$ cat config.mk
export PLATFORM = sky130hd
export DESIGN_NAME = sbus_datapath
export DESIGN_NICKNAME = d
export VERILOG_FILES = /design/src/rtl/sbus_pkg.sv /design/src/rtl/sbus_regfile.sv /design/src/rtl/sbus_alu.sv /design/src/rtl/sbus_mem.sv /design/src/rtl/sbus_bus.sv /design/src/rtl/sbus_datapath.sv
export SDC_FILE = /design/constraint.sdc
export NUM_CORES = 1
export LEC_CHECK = 0
export BUFFER_PORTS_ARGS = -buffer_cell sky130_fd_sc_hd__buf_4
export CAP_MARGIN = 20
export CORE_ASPECT_RATIO = 1.4
export CORE_MARGIN = 8
export CORE_UTILIZATION = 45
export CTS_CLUSTER_DIAMETER = 80
export DETAILED_ROUTE_END_ITERATION = 10
export MAX_ROUTING_LAYER = met4
export PLACE_DENSITY = 0.72
export REMOVE_ABC_BUFFERS = 1
export SLEW_MARGIN = 5
export SYNTH_ARGS = -nofsm -noshare
export SYNTH_HDL_FRONTEND = slang
export SYNTH_HIERARCHICAL = 1
export SYNTH_SLANG_ARGS = --single-unit
$ cat constraint.sdc
create_clock -name clk_i -period 14.4 [get_ports clk_i]
set_clock_uncertainty 0.2 [all_clocks]
set_input_delay 1.44 -clock clk_i [delete_from_list [all_inputs] [get_ports clk_i]]
set_output_delay 1.44 -clock clk_i [all_outputs]
set_load 0.02 [all_outputs]
$ cat src/rtl/sbus_pkg.sv
package sbus_pkg;
  localparam int NSRC = 5;
  localparam int SRC_ALU = 0;
  localparam int SRC_M   = 1;
  localparam int SRC_IN  = 2;
  localparam int SRC_RF  = 3;
  localparam int SRC_MEM = 4;

  typedef enum logic [2:0] {
    OP_PASS_A = 3'b000, OP_PASS_B = 3'b001, OP_ZERO = 3'b010, OP_ONES = 3'b011,
    OP_ADD    = 3'b100, OP_SUB    = 3'b101, OP_AND  = 3'b110, OP_OR   = 3'b111
  } alu_op_e;

  typedef enum logic [2:0] {
    SH_LZ = 3'b100, SH_RZ = 3'b101, SH_LM = 3'b110, SH_RM = 3'b111
  } shf_op_e;
endpackage

$ cat src/rtl/sbus_regfile.sv
module sbus_regfile #(
  parameter int N = 8,
  parameter int R = 8,
  localparam int AW = $clog2(R)
) (
  input  logic          clk_i,
  input  logic          rst_ni,
  input  logic [AW-1:0] ra1_i,
  input  logic [AW-1:0] ra2_i,
  input  logic [AW-1:0] wa_i,
  input  logic          wr_i,
  input  logic [N-1:0]  wdata_i,
  output logic [N-1:0]  rd_a_o,
  output logic [N-1:0]  rd_b_o
);
  logic [N-1:0] regs_q [R];

  always_ff @(posedge clk_i or negedge rst_ni) begin
    if (!rst_ni) begin
      for (int i = 0; i < R; i++) regs_q[i] <= '0;
    end else if (wr_i) begin
      regs_q[wa_i] <= wdata_i;
    end
  end

  assign rd_a_o = regs_q[ra1_i];
  assign rd_b_o = regs_q[ra2_i];

  // a written value is on port A next cycle when addressed there
  assert_write_lands_R5: assert property (@(posedge clk_i) disable iff (!rst_ni)
    ($past(rst_ni) && $past(wr_i) && ra1_i == $past(wa_i)) |-> rd_a_o == $past(wdata_i));
  // both ports agree when pointed at the same register
  assert_ports_agree_R4: assert property (@(posedge clk_i) disable iff (!rst_ni)
    (ra1_i == ra2_i) |-> rd_a_o == rd_b_o);
endmodule

$ cat src/rtl/sbus_alu.sv
module sbus_alu
  import sbus_pkg::*;
#(
  parameter int N = 8
) (
  input  logic [N-1:0] a_i,
  input  logic [N-1:0] b_i,
  input  logic [N-1:0] m_i,
  input  logic [2:0]   op_i,
  input  logic [2:0]   shf_i,
  output logic [N-1:0] raw_o,
  output logic [N-1:0] res_o
);
  function automatic logic [N-1:0] alu_fn(input logic [2:0] op,
                                          input logic [N-1:0] a, input logic [N-1:0] b);
    case (alu_op_e'(op))
      OP_PASS_A: return a;
      OP_PASS_B: return b;
      OP_ZERO:   return '0;
      OP_ONES:   return '1;
      OP_ADD:    return a + b;
      OP_SUB:    return a - b;
      OP_AND:    return a & b;
      default:   return a | b;
    endcase
  endfunction

  function automatic logic [N-1:0] shf_fn(input logic [2:0] sh,
                                          input logic [N-1:0] x, input logic [N-1:0] m);
    if (!sh[2]) return x;
    case (shf_op_e'(sh))
      SH_LZ:   return {x[N-2:0], 1'b0};
      SH_RZ:   return {1'b0, x[N-1:1]};
      SH_LM:   return {x[N-2:0], m[N-1]};
      default: return {m[0], x[N-1:1]};
    endcase
  endfunction

  assign raw_o = alu_fn(op_i, a_i, b_i);
  assign res_o = shf_fn(shf_i, raw_o, m_i);
endmodule

$ cat src/rtl/sbus_mem.sv
module sbus_mem #(
  parameter int N  = 8,
  parameter int MAW = 4,
  localparam int DEPTH = 1 << MAW
) (
  input  logic           clk_i,
  input  logic           rst_ni,
  input  logic [MAW-1:0] addr_i,
  input  logic           wr_i,
  input  logic [N-1:0]   wdata_i,
  output logic [N-1:0]   rdata_o
);
  logic [N-1:0] mem_q [DEPTH];

  always_ff @(posedge clk_i or negedge rst_ni) begin
    if (!rst_ni) begin
      for (int i = 0; i < DEPTH; i++) mem_q[i] <= '0;
    end else if (wr_i) begin
      mem_q[addr_i] <= wdata_i;
    end
  end

  assign rdata_o = mem_q[addr_i];

  // a stored word reads back next cycle at the same address
  assert_mem_write_R9: assert property (@(posedge clk_i) disable iff (!rst_ni)
    ($past(rst_ni) && $past(wr_i) && addr_i == $past(addr_i)) |-> rdata_o == $past(wdata_i));
endmodule

$ cat src/rtl/sbus_bus.sv
module sbus_bus
  import sbus_pkg::*;
#(
  parameter int N = 8
) (
  input  logic            clk_i,
  input  logic            rst_ni,
  input  logic [NSRC-1:0] en_i,
  input  logic [N-1:0]    src_i [NSRC],
  output logic [N-1:0]    bus_o,
  output logic            err_o
);
  logic [N-1:0] merged;
  logic         multi;

  always_comb begin
    merged = '0;
    for (int i = 0; i < NSRC; i++) begin
      if (en_i[i]) merged = merged | src_i[i];
    end
  end

  assign multi = !$onehot0(en_i);
  assign err_o = multi;
  assign bus_o = multi ? '0 : merged;

  // idle bus reads zero
  assert_idle_zero_R2: assert property (@(posedge clk_i) disable iff (!rst_ni)
    (en_i == '0) |-> bus_o == '0);
  // conflict flagged and bus forced to zero
  assert_conflict_R3: assert property (@(posedge clk_i) disable iff (!rst_ni)
    ($countones(en_i) > 1) |-> (err_o && bus_o == '0));
  // single driver passes through
  assert_single_R1: assert property (@(posedge clk_i) disable iff (!rst_ni)
    (en_i == (NSRC)'(1 << SRC_IN)) |-> (bus_o == src_i[SRC_IN] && !err_o));
endmodule

$ cat src/rtl/sbus_datapath.sv
module sbus_datapath
  import sbus_pkg::*;
#(
  parameter int N   = 8,
  parameter int R   = 8,
  parameter int MAW = 4,
  localparam int AW = $clog2(R)
) (
  input  logic            clk_i,
  input  logic            rst_ni,
  input  logic [N-1:0]    ext_i,
  input  logic [NSRC-1:0] src_en_i,
  input  logic [AW-1:0]   ra1_i,
  input  logic [AW-1:0]   ra2_i,
  input  logic [AW-1:0]   wa_i,
  input  logic            wr_i,
  input  logic [2:0]      alu_op_i,
  input  logic [2:0]      shf_op_i,
  input  logic            ldm_i,
  input  logic [MAW-1:0]  mem_addr_i,
  input  logic            mem_wr_i,
  output logic [N-1:0]    bus_o,
  output logic [N-1:0]    m_o,
  output logic            bus_err_o
);
  logic [N-1:0] rd_a, rd_b, alu_raw, alu_res, mem_rd, m_q, bus;
  logic [N-1:0] srcs [NSRC];
  logic         conflict;

  sbus_regfile #(.N(N), .R(R)) u_rf (
    .clk_i(clk_i), .rst_ni(rst_ni), .ra1_i(ra1_i), .ra2_i(ra2_i),
    .wa_i(wa_i), .wr_i(wr_i), .wdata_i(bus), .rd_a_o(rd_a), .rd_b_o(rd_b));

  sbus_alu #(.N(N)) u_alu (
    .a_i(rd_a), .b_i(rd_b), .m_i(m_q), .op_i(alu_op_i), .shf_i(shf_op_i),
    .raw_o(alu_raw), .res_o(alu_res));

  sbus_mem #(.N(N), .MAW(MAW)) u_mem (
    .clk_i(clk_i), .rst_ni(rst_ni), .addr_i(mem_addr_i), .wr_i(mem_wr_i),
    .wdata_i(bus), .rdata_o(mem_rd));

  assign srcs[SRC_ALU] = alu_res;
  assign srcs[SRC_M]   = m_q;
  assign srcs[SRC_IN]  = ext_i;
  assign srcs[SRC_RF]  = rd_a;
  assign srcs[SRC_MEM] = mem_rd;

  sbus_bus #(.N(N)) u_bus (
    .clk_i(clk_i), .rst_ni(rst_ni), .en_i(src_en_i), .src_i(srcs),
    .bus_o(bus), .err_o(conflict));

  always_ff @(posedge clk_i or negedge rst_ni) begin
    if (!rst_ni)    m_q <= '0;
    else if (ldm_i) m_q <= alu_res;
  end

  assign bus_o     = bus;
  assign m_o       = m_q;
  assign bus_err_o = conflict;

  // M takes the shifted ALU result when loaded
  assert_m_load_R8: assert property (@(posedge clk_i) disable iff (!rst_ni)
    ldm_i |=> m_o == $past(alu_res));
  // M holds when not loaded
  assert_m_hold_R8: assert property (@(posedge clk_i) disable iff (!rst_ni)
    !ldm_i |=> $stable(m_o));
  // pass-through shift code leaves ALU value unchanged
  assert_no_shift_R7: assert property (@(posedge clk_i) disable iff (!rst_ni)
    !shf_op_i[2] |-> alu_res == alu_raw);
endmodule

==> results of run 1 <==
[report_power, final]
| part | internal, mW | total (mW) | switching (mW) |
|---|---|---|---|
| combinational | 0.323 | 0.633 | 0.310 |
| sequential | 0.689 | 0.763 | 0.0735 |
| clock | 0.268 | 0.485 | 0.217 |
[final cells by class]
cell class,count,share of cell area
Multi-Input combinational cell,522,0.4756
Sequential cell,200,0.4003
Timing Repair Buffer,67,0.04073
Clock buffer,20,0.03653
Tap cell,319,0.03192
Clock inverter,12,0.01131
Inverter,12,0.003603
[path summary, 6_finish.rpt]
kind / from / to / slack (ns) / depth (start not counted)
worst max-delay path: ra2_i[0] / bus_o[1] / 6.88 / 16
worst min-delay path: u_mem/mem_q[107]$_DFFE_PN0P_ / u_mem/mem_q[107]$_DFFE_PN0P_ / 0.30 / 1
worst max register to register: u_rf/regs_q[32]$_DFFE_PN0P_ / u_mem/mem_q[113]$_DFFE_PN0P_ / 9.67 / 15
worst min register to register: u_mem/mem_q[107]$_DFFE_PN0P_ / u_mem/mem_q[107]$_DFFE_PN0P_ / 0.30 / 1
max in group asynchronous: rst_ni / u_rf/regs_q[50]$_DFFE_PN0P_ / 11.15 / 3
min in group asynchronous: rst_ni / u_mem/mem_q[6]$_DFFE_PN0P_ / 0.80 / 1
[per-stage QoR]
step / area (um^2) / total power, mW / utilization
final: 12500 / 1.881 / 0.4977
after global routing: 12500 / 1.980 / 0.4977
after CTS: 12500 / 1.893 / 0.4977
after detailed placement: 11910 / 1.404 / 0.4739
after global placement: 11910 / 1.383 / 0.4739
after floorplan: 10980 / 1.203 / -
[critical path: stages]
cell      delay [ns]
buf_4           0.26
mux4_1          0.60
mux2_2          0.34
inv_1           0.12
ha_1            0.24
a21o_1          0.19
fa_1            0.48
xnor2_1         0.21
o21ai_1         0.11
a221oi_2        0.35
mux2i_1         0.12
a21oi_1         0.30
a222oi_1        0.21
a21oi_2         0.36
buf_4           0.33
buf_4           0.20
[per-layer routing]
layer  GRT usage  vias up  share of wire
li1            -     3123              -
met1      0.2074     3759           0.39
met2      0.3431      163           0.55
met3     0.02548       56          0.028
met4     0.09058        0          0.035
met5           -        -              0
[sequential cells by signal, summed over array words and instances, names as in the netlist]
signal,flops
u_mem/mem_q,128
u_rf/regs_q,64
m_o,8
==> metrics.md, run 1 <==
| Metric | Value |
|---|---|
| Outcome | `finished clean` |
| Worst-path fanout max | `21` |
| Hold Vio Cnt, Final | `0` |
| Worst-Margin Slew | `0.8817 ns` |
| Min Hold Slack | `0.3027 ns` |
| Global-route wire length before repair | `43520 um` |
| CP startpoint kind | `input port` |
| Sinks on Clock Net | `200` |
| Aggregate global-route resource usage | `0.1927` |
| Routed via count | `7101` |
| Leakage power | `5.760 nW` |
| Critical path class | `in -> out` |
| Worst VDD drop | `0.00007241 V` |
| DRT Pass-1 Iters | `8` |
| Multi-input logic area | `5947 um^2` |
| DRT Wirelength | `27440 um` |
| CTS HTree Levels | `4` |
| Largest net degree at the start of global routing | `73` |
| IO buf count | `53` |
| Yosys warning count | `6` |
| Placement Setup Slack | `6.948 ns` |
| Die ar. | `30670 um^2` |
| Mapped Cells | `794` |
| Drt initial violations | `464` |
| Number of global-route vias before repair | `7642` |
| Via/cell ratio | `6.164` |
| GPL Wtd Cong | `0.8317` |
| Post-route minimum period | `7.516 ns` |
| Floorplan die height | `204.0 um` |
| CTS clk-pin slew, worst paths | `0.07 ns` |
| Avg WL per Cell | `23.82 um` |
| Final setup TNS | `0 ns` |
| Antenna-violating nets left | `0` |
| # diodes | `0` |
| Fmax | `133.1 MHz` |
| Worst hold path class | `reg -> reg` |
| Syn Std Cell Area | `11370 um^2` |
| Clock Path Buffers | `2` |
| Area growth, synth to finish | `10.01%` |
| Dpl hpwl | `18520 um` |
| Max cap viols | `0` |
| Setup Fix Bufs, Post-CTS | `0` |
| Crit end category | `output pin` |
| Die width | `150.3 um` |
| IO Count | `54` |
| DR DRC count | `0` |
| Non-filler cells in the finished layout | `1152` |
| Rel. slew slack | `0.4122` |
| CTS hold repair buffers | `0` |
| Starting density of the core | `0.4524` |
| Placed cells | `1120` |
| Worst endpoint required time | `12.76 ns` |
| CTS resizes | `0` |
| Clk_lat worst skew | `0.44 ns` |
| Sequential cell area | `5005 um^2` |
| PwrDens | `150.4 nW/um^2` |
| Final Slew Violations | `0` |
| Setup WS post-layout | `6.884 ns` |
| Post-Syn Area per Cell | `14.31 um^2` |
| Root Driver | `clkbuf_16` |
| CTS buffer count | `17` |
| Final period utilization | `0.5219` |
| Grt ovf | `0` |
| Share of post-route cells with drive strength above 1 | `0.4730` |
| Std cell rows | `69` |
| RSZ-0062 raised after global routing | `false` |
| TritonCTS clock tree | `yes` |
| Setup-failing EPs final | `0` |
| Initial antenna violation count | `0` |
| Most common cell after layout, fill and taps aside | `mux2_2` |
| Final nets | `870` |
| Layout filler cell count | `2143` |
| Core Footprint | `25120 um^2` |
| Most frequent cells in the layout | `210 x mux2_2, 200 x dfrtp_1, 66 x buf_4` |
| CP arrival | `5.88 ns` |
No activity file was read; power rests on OpenSTA's default activity.
==> run 2, diff against run 1 <==
--- a/config.mk
+++ b/config.mk
@@ -5,6 +5,7 @@
 export SDC_FILE = /design/constraint.sdc
 export NUM_CORES = 1
 export LEC_CHECK = 0
+export ABC_AREA = 1
 export BUFFER_PORTS_ARGS = -buffer_cell sky130_fd_sc_hd__buf_4
 export CAP_MARGIN = 20
 export CORE_ASPECT_RATIO = 1.4
@@ -13,7 +14,7 @@
 export CTS_CLUSTER_DIAMETER = 80
 export DETAILED_ROUTE_END_ITERATION = 10
 export MAX_ROUTING_LAYER = met4
-export PLACE_DENSITY = 0.72
+export PLACE_DENSITY = 0.75
 export REMOVE_ABC_BUFFERS = 1
 export SLEW_MARGIN = 5
 export SYNTH_ARGS = -nofsm -noshare
==> constraint.sdc (replaced) <==
create_clock -name clk_i -period 6.58 [get_ports clk_i]
set_clock_uncertainty 0.2 [all_clocks]
set_input_delay 0.658 -clock clk_i [delete_from_list [all_inputs] [get_ports clk_i]]
set_output_delay 0.658 -clock clk_i [all_outputs]
set_load 0.02 [all_outputs]
==> run 2 against run 1 <==
Synthesized cell count grew 120%; critical path depth is 14 higher; first-iteration DRC count is 90% higher; sequential power up 110%; non-clock buffer count down 7; utilization decreased by 0.40 points; combinational power grew 58%; die area rose by 2.7%; area after synthesis increased by 3.0%; global-route usage increased by 2.6 points; wire length rose by 20%; worst hold slack worse by 0.29 ns; critical path type unchanged.
==> metrics.md, run 2 <==
| Metric | Value |
|---|---|
| Dpl hpwl | `22570 um (was 18520 um)` |
| Leakage power | `6.794 nW (was 5.760 nW)` |
| Max cap viols | `0 (unchanged)` |
| Most common cell after layout, fill and taps aside | `nand2_1 (was mux2_2)` |
| Worst VDD drop | `0.0001886 V (was 0.00007241 V)` |
| Share of post-route cells with drive strength above 1 | `0.06836 (was 0.4730)` |
| Fmax | `169.9 MHz` |
| Worst hold path class | `in -> async (was reg -> reg)` |
| Largest register FFs | `128 (unchanged)` |
| Setup Fix Bufs, Post-CTS | `0 (unchanged)` |
| # diodes | `0 (unchanged)` |
| Hold Vio Cnt, Final | `0 (unchanged)` |
| Final nets | `1807 (was 870)` |
| TritonCTS clock tree | `yes (unchanged)` |
| Starting density of the core | `0.4530 (was 0.4524)` |
| Outcome | `finished clean (unchanged)` |
| Clk_lat worst skew | `0.44 ns (about the same)` |
| Mapped Cells | `1762 (was 794)` |
| Die width | `152.3 um (was 150.3 um)` |
| Final period utilization | `0.8944` |
| Via/cell ratio | `5.248 (was 6.164)` |
| CTS resizes | `0 (unchanged)` |
| PwrDens | `287.3 nW/um^2 (was 150.4 nW/um^2)` |
| Initial antenna violation count | `0 (unchanged)` |
| Yosys warning count | `6 (unchanged)` |
| Setup-failing EPs final | `0 (unchanged)` |
| RSZ-0062 raised after global routing | `false (unchanged)` |
| RR Startpoint | `u_rf/regs_q[56]$_DFFE_PN0P_ (was u_rf/regs_q[32]$_DFFE_PN0P_)` |
| IO buf count | `53 (unchanged)` |
| Largest net degree at the start of global routing | `87 (was 73)` |
| DR DRC count | `0 (unchanged)` |
| Number of global-route vias before repair | `10.61k (was 7642)` |
| Global-route wire length before repair | `54160 um (was 43520 um)` |
| CTS buffer count | `17 (unchanged)` |
| Worst-path fanout max | `33 (was 21)` |
| Die ar. | `31500 um^2 (was 30670 um^2)` |
| Aggregate global-route resource usage | `0.2185 (was 0.1927)` |
| Final Slew Violations | `0 (unchanged)` |
| DRT Wirelength | `32800 um (was 27440 um)` |
| DP Area | `12120 um^2 (was 11910 um^2)` |
| Rel. slew slack | `0.3119 (was 0.4122)` |
| Post-Syn Area per Cell | `6.642 um^2 (was 14.31 um^2)` |
| Std cell rows | `70 (was 69)` |
| CP startpoint kind | `input port (unchanged)` |
| Non-filler cells in the finished layout | `2094 (was 1152)` |
| Worst endpoint required time | `5.72 ns (was 12.76 ns)` |
| GPL Wtd Cong | `0.9595 (was 0.8317)` |
| Layout filler cell count | `2612 (was 2143)` |
| CTS hold repair buffers | `0 (unchanged)` |
| Area growth, synth to finish | `8.980% (was 10.01%)` |
| Worst-Margin Slew | `1.031 ns (was 0.8817 ns)` |
| Floorplan die height | `206.8 um (was 204.0 um)` |
| IO Count | `54 (unchanged)` |
| Post-route minimum period | `5.885 ns` |
| Final Util | `0.4937 (was 0.4977)` |
| Root Driver | `clkbuf_16 (unchanged)` |
| DRT Pass-1 Iters | `5 (was 8)` |
| Placed cells | `2061 (was 1120)` |
| Grt ovf | `0 (unchanged)` |
| Final setup TNS | `0 ns (unchanged)` |
| Syn Std Cell Area | `11700 um^2 (was 11370 um^2)` |
| Critical path class | `in -> out (unchanged)` |
| Antenna-violating nets left | `0 (unchanged)` |
| Crit end category | `output pin (unchanged)` |
| FF-to-FF setup slack | `1.86 ns (was 9.67 ns)` |
| CP arrival | `5.03 ns (was 5.88 ns)` |
| Fin area | `12750 um^2 (was 12500 um^2)` |
| Critical path's largest stage delay | `0.59 ns (was 0.60 ns)` |
| Most used cell, CP | `nand2_1 (was buf_4)` |
| CTS HTree Levels | `4 (unchanged)` |
| Most frequent cells in the layout | `853 x nand2_1, 200 x dfrtp_1, 151 x inv_1 (was 210 x mux2_2, 200 x dfrtp_1, 66 x buf_4)` |
| Total power | `3.664 mW (was 1.881 mW)` |
| CP max-delay cell | `inv_1 (was mux4_1)` |
| Avg WL per Cell | `15.66 um (was 23.82 um)` |
| Routed via count | `10.99k (was 7101)` |
| CTS clk-pin slew, worst paths | `0.07 ns (about the same)` |
| Clock Path Buffers | `2 (unchanged)` |
| Core Footprint | `25840 um^2 (was 25120 um^2)` |
| Worst reg2reg endpoint | `u_mem/mem_q[111]$_DFFE_PN0P_ (was u_mem/mem_q[113]$_DFFE_PN0P_)` |
| R2r worst-path depth | `32 (was 15)` |
| Top reg by flops | `u_mem/mem_q (unchanged)` |
| Drt initial violations | `882 (was 464)` |
| Sinks on Clock Net | `200 (unchanged)` |
[run 2: worst max-delay path: cells and delay by family]
| kind | cells | cell delay [ns] |
|---|---|---|
| AOI/OAI and AO/OA | 2 | 0.39 |
| xor gates and xnor gates | 1 | 0.17 |
| adders and majority gates | 1 | 0.31 |
| buffers and inverters | 8 | 1.60 |
| and+or+nand+nor | 18 | 1.87 |
[run 2: worst max-delay path by stage]
stage	start	end	slack (ns)	cells past startpoint
after floorplan	ra2_i[0]	bus_o[7]	1.82	30
after global placement	ra2_i[0]	bus_o[7]	0.82	30
after detailed placement	ra2_i[0]	bus_o[7]	0.79	30
after CTS	ra2_i[0]	bus_o[7]	0.78	30
after global routing	ra2_i[0]	bus_o[7]	0.29	32
final	ra2_i[0]	bus_o[7]	0.69	30
[run 2: power by group]
group	total [mW]	switching, mW	internal (mW)
registers	1.59	0.125	1.46
clock network	1.08	0.496	0.584
logic	0.997	0.654	0.342
[run 2: area by class of cell]
type,count,area [um^2],share of cell area
clock inverters,13,160.2,0.01256
repair buffers,60,476.7,0.03738
well taps,324,405.4,0.03178
multi-input cells,1318,5662,0.4439
flip-flops and latches,200,5005,0.3924
clock buffers,19,442.9,0.03473
inverters,160,603.1,0.04728
[run 2: layer usage]
metal / share of wire / GRT usage
met5: 0 / -
met2: 0.51 / 0.3867
met4: 0.041 / 0.1117
met1: 0.41 / 0.2444
met3: 0.040 / 0.02208
[run 2: per-stage QoR]
step                setup WS (ns)  hold slack [ns]
global placement           0.8176           0.2657
floorplan                   1.822           0.1624
CTS                        0.7766          0.01594
global route               0.2903          0.03187
detailed placement         0.7862           0.2729
finish                     0.6950          0.01223
